File: config.mk
export PLATFORM = sky130hd
export DESIGN_NAME = irq_vector_unit
export DESIGN_NICKNAME = d
export VERILOG_FILES = /design/src/rtl/irq_vector_unit.sv
export SDC_FILE = /design/constraint.sdc
export NUM_CORES = 1
export LEC_CHECK = 0
export BUFFER_PORTS_ARGS = -buffer_cell sky130_fd_sc_hd__buf_4
export CAP_MARGIN = 20
export CORE_MARGIN = 2
export CORE_UTILIZATION = 38
export DETAILED_ROUTE_END_ITERATION = 10
export PLACE_DENSITY_LB_ADDON = 0.1
export SLEW_MARGIN = 20
export SYNTH_ARGS = -nofsm -noshare
export SYNTH_HDL_FRONTEND = slang
export SYNTH_SLANG_ARGS = --single-unit
File: constraint.sdc
create_clock -name clk -period 1.42 [get_ports clk]
set_clock_uncertainty 0.15 [all_clocks]
set_input_delay 0 -clock clk [delete_from_list [all_inputs] [get_ports clk]]
set_output_delay 0 -clock clk [all_outputs]
set_load 0.005 [all_outputs]
File: src/rtl/irq_vector_unit.sv
module irq_vector_unit #(
  parameter int              LINE_W  = 8,
  parameter int              ADDR_W  = 16,
  parameter logic [ADDR_W-1:0] VEC_EXT = 16'h3FFA,
  parameter logic [ADDR_W-1:0] VEC_BUS = 16'h3FF2,
  parameter logic [ADDR_W-1:0] VEC_VID = 16'h3FF8
) (
  input  logic              clk,
  input  logic              rst_n,
  input  logic              ext_irq_n,
  input  logic              cpu_imask,
  input  logic              cpu_rd,
  input  logic [ADDR_W-1:0] cpu_addr,
  input  logic [LINE_W-1:0] line_cnt,
  input  logic              xfer_done,
  input  logic              reg_we,
  input  logic [1:0]        reg_sel,
  input  logic [7:0]        reg_wdata,
  output logic              irq_req,
  output logic [ADDR_W-1:0] vec_addr,
  output logic [7:0]        bus_status
);
  localparam int PAIR_W = ADDR_W - 1;

  logic              ext_q, ext_lat, vid_lat, mif, vid_en, bus_ien;
  logic [LINE_W-1:0] cmp_val, line_q;

  wire fetch_ext = cpu_rd && (cpu_addr[ADDR_W-1:1] == VEC_EXT[ADDR_W-1:1]);
  wire fetch_vid = cpu_rd && (cpu_addr[ADDR_W-1:1] == VEC_VID[ADDR_W-1:1]);
  wire ext_fall  = ext_q & ~ext_irq_n;
  wire line_hit  = vid_en && (line_cnt != line_q) && (line_cnt == cmp_val);
  wire mif_clr   = reg_we && (reg_sel == 2'd3) && !reg_wdata[1];

  always_ff @(posedge clk or negedge rst_n) begin
    if (!rst_n) begin
      ext_q   <= 1'b1;
      ext_lat <= 1'b0;
      vid_lat <= 1'b0;
      mif     <= 1'b0;
      vid_en  <= 1'b0;
      bus_ien <= 1'b0;
      cmp_val <= '0;
      line_q  <= '0;
    end else begin
      ext_q   <= ext_irq_n;
      line_q  <= line_cnt;
      ext_lat <= ext_fall | (ext_lat & ~fetch_ext);
      vid_lat <= line_hit | (vid_lat & ~fetch_vid);
      if (xfer_done)    mif <= 1'b1;
      else if (mif_clr) mif <= 1'b0;
      if (reg_we) begin
        case (reg_sel)
          2'd0:    vid_en  <= reg_wdata[7];
          2'd1:    cmp_val <= reg_wdata[LINE_W-1:0];
          2'd2:    bus_ien <= reg_wdata[7];
          default: ;
        endcase
      end
    end
  end

  wire p_ext = ext_lat | ~ext_irq_n;
  wire p_bus = mif & bus_ien;
  wire p_vid = vid_lat & vid_en;

  assign irq_req    = ~cpu_imask & (p_ext | p_bus | p_vid);
  assign vec_addr   = !irq_req ? '0 : p_ext ? VEC_EXT : p_bus ? VEC_BUS : VEC_VID;
  assign bus_status = {1'b1, 5'b0, mif, 1'b1};

  // a completed byte always leaves the flag set
  a_r5_flag_sets: assert property (@(posedge clk) disable iff (!rst_n)
    xfer_done |=> bus_status[1]);

  // writing 0 to the flag clears it unless a byte completes
  a_r6_flag_clears: assert property (@(posedge clk) disable iff (!rst_n)
    (mif_clr && !xfer_done) |=> !bus_status[1]);

  // fetch with the pin high empties the external latch
  a_r3_fetch_clears: assert property (@(posedge clk) disable iff (!rst_n)
    (fetch_ext && ext_irq_n) |=> !ext_lat);

  // a fetch on an unchanged line leaves the video latch empty
  a_r8_once_per_line: assert property (@(posedge clk) disable iff (!rst_n)
    (fetch_vid && line_cnt == line_q) |=> !vid_lat);

  // mask keeps the request line low
  a_r10_masked: assert property (@(posedge clk) disable iff (!rst_n)
    cpu_imask |-> (!irq_req && vec_addr == '0));

  // a request always names one of the three vector pairs
  a_r9_vector_valid: assert property (@(posedge clk) disable iff (!rst_n)
    irq_req |-> (vec_addr == VEC_EXT || vec_addr == VEC_BUS || vec_addr == VEC_VID));

  // a low pin with the mask clear is never ignored
  a_r4_level_low: assert property (@(posedge clk) disable iff (!rst_n)
    (!ext_irq_n && !cpu_imask) |-> (irq_req && vec_addr == VEC_EXT));

  logic [PAIR_W-1:0] unused_pair;
  assign unused_pair = VEC_BUS[ADDR_W-1:1];
endmodule

==> key figures <==
Routing
  – First-pass DRT Iterations: 4
  – Avg WL per Cell: 12.17 um
  – Detailed Route Iter0 Violations: 18
  – Residual DRC: 0
  – Via count: 964
  – Antenna Nets Post-Route: 0
  – Drt total wl: 2508 um
  – Vias per inst: 4.680

Die
  – I/O pin count: 66
  – Rows: 20
  – Die Span X: 59.13 um
  – Core Box Area: 0.002978 mm2
  – Starting Density: 38.78%
  – Full die area: 0.003496 mm2
  – Die H: 59.13 um

Clocking
  – Clk sinks: 22
  – CTS buffer count: 3
  – H-tree depth: 1
  – Root Driver: clkbuf_4
  – Clock transition at the registers of the reported paths: 0.13 ns
  – Longest Clk Path Bufs: 2
  – Worst-Skew Late Latency: 0.31 ns
  – CTS tree: done

Flow run
  – Maxcap violations: 0

Final layout
  – Commonest non-fill, non-tap cell in the layout: buf_4
  – Fillcell total: 247
  – Layout area overhead: 60.56%
  – Most frequent cells in the layout: buf_4 (55), dlygate4sd3_1 (27), dfrtp_1 (21), conb_1 (11), mux2_2 (10)
  – ANT cells: 0
  – Post-Route Utilization: 62.27%
  – Layout net count: 215
  – Share of layout cells above drive strength 1: 43.93%

Critical path
  – Critical setup path kind: reg -> reg
  – CP required: 1.48 ns
  – Register-to-register setup slack: -0.02 ns
  – Worst Reg-to-Reg Cells: 4
  – Reg2reg end: vid_lat
  – Worst r2r src: line_q[1]
  – Crit path max fanout: 1
  – Critical path arrival: 1.50 ns
  – Worst setup SP type: flip-flop
  – Critical Path End Type: flip-flop

Placed design
  – Detailed Place HPWL: 1678 um
  – GPL Wtd Cong: 0.7195
  – Port bufs: 53

Yosys
  – Ys async rst share: 100.0%
  – Netlist Area Pre-Place: 0.001155 mm2
  – Distinct cells, synth: 25
  – Ys flop type: dfrtp_1
  – Warnings, synthesis: 0
  – Syn Area/Cell: 11.67 um2
  – Cells after Synth: 99
  – Yosys reg bits: 22
  – Sequential area share after synthesis: 47.78%
  – EDFF count, synth: 0

STA
  – Crit path time final: 1.436 ns
  – TNS Setup: -0.01587 ns
  – Period utilization: 101.1%
  – Worst Setup Slack, final: -0.01587 ns
  – # setup viols final: 1
  – Fin Hold WS: -0.04376 ns
  – RSZ-0062 raised after global routing: true
  – Achievable frequency: 696.4 MHz
  – Fin. Hold Viols: 2
  – Slew Viols, Final: 0

Worst hold path
  – Hold Path End: ext_lat
  – Hold Path Depth: 5
  – Hold_sp: cpu_addr[14]
  – Hold WC Path Type: in -> reg

Power
  – Worst-case vdd ir drop: 0.0006630 V
  – Power Density: 885.1 mW/mm2
  – Leak pwr: 0.8344 nW

GRT
  – First-pass GRT wire length: 3884 um
  – GRT Util Overall: 14.99%
  – Initial antenna violation count: 0
  – Total grt overflow: 0
  – Vias in the first global route: 911
  – Largest net degree at the start of global routing: 23

Outcome
  – Status: finished, violations left
  – Violated checks: negative hold slack, negative setup slack
## worst max path at each step
stage          startpoint  endpoint  slack (ns)
6_report        line_q[1]   vid_lat       -0.02
5_1_grt         line_q[6]   vid_lat       -0.07
4_1_cts         line_q[1]   vid_lat       -0.04
3_5_place_dp    line_q[5]   vid_lat       -0.07
3_3_place_gp    line_q[5]   vid_lat      -0.005
2_1_floorplan   line_q[5]   vid_lat        0.05
## layout make-up
class	count	area, um2	share of cell area (%)
flip-flops and latches	22	551.8	29.76
clock buffers	3	22.52	1.215
repair buffers	82	683.2	36.84
inverters	1	3.754	0.2024
well taps	33	41.29	2.227
multi-input cells	64	521.8	28.14
clock inverters	1	30.03	1.619
## Yosys cell counts (2+ instances only)
cell type  count  area, um2
a21oi_1        2      10.01
nand3_1        2      10.01
nand4b_1       2      17.52
xnor2_1        8      70.07
mux2_2        10      112.6
xor2_1         8      70.07
nand3b_1       2      15.01
buf_4         22      165.2
nor4_1         2      12.51
conb_1         2      7.510
nand4_1        3      18.77
nand2_1        3      11.26
dfrtp_1       21      525.5
## report_power, final
| part | total (W) | switching [W] | leakage (nW) | internal (W) |
|---|---|---|---|---|
| registers | 0.000757 | 0.0000532 | 0.254 | 0.000704 |
| logic | 0.000407 | 0.000147 | 0.553 | 0.000260 |
| clock network | 0.000477 | 0.000192 | 0.0279 | 0.000285 |
| total | 0.00164 | 0.000392 | 0.834 | 0.00125 |
## per-stage QoR
stage / hold WS (ns) / cell area, um2 / total power [W] / setup slack [ns] / cells
after floorplan: -0.4456 / 1189 / 0.0009553 / 0.04630 / 108
after global placement: -0.2458 / 1470 / 0.001083 / -0.005491 / 173
after detailed placement: -0.2459 / 1470 / 0.001091 / -0.07229 / 173
after CTS: -0.03913 / 1824 / 0.001643 / -0.03527 / 203
after global routing: -0.02284 / 1854 / 0.001736 / -0.06776 / 206
final: -0.04376 / 1854 / 0.001641 / -0.01587 / 206
## what timing repair did
item	in CTS	in global routing
hold buffers	25	3
endpoints found under the setup margin	12	14
pin swaps	5	4
endpoints found under the hold margin	44	3
cloned	1	0
gates resized for setup	7	1
setup buffers	0	1
## registers in the layout, indices dropped and copies added (netlist names)
register	flops
bus_ien	1
ext_lat	1
ext_q	1
line_q	8
cmp_val	8
vid_en	1
vid_lat	1
mif	1
## logic make-up after synthesis
family	after synthesis	share of synthesized area, %
flops	22	47.78
xor+xnor	16	12.13
simple gates	19	10.73
other cells	2	0.6503
mux	10	9.751
compound gates	7	4.335
buf+inv	23	14.63
## critical path, cell delays in order, from the launching register on
cell	delay, ns
dfrtp_1	0.40
xor2_1	0.14
nor4_1	0.30
a211oi_1	0.12
a32o_1	0.23
## routing by layer
metal	track usage, %	vias to the layer above	routed length (um)	part of all wire, %
li1	-	458	-	-
met1	16.62	452	946	38
met2	27.94	48	1306	52
met3	2.183	6	205	8.2
met4	6.818	0	50	2.0
met5	0	-	0	0
Note: power is estimated with default switching activity, not from simulation.
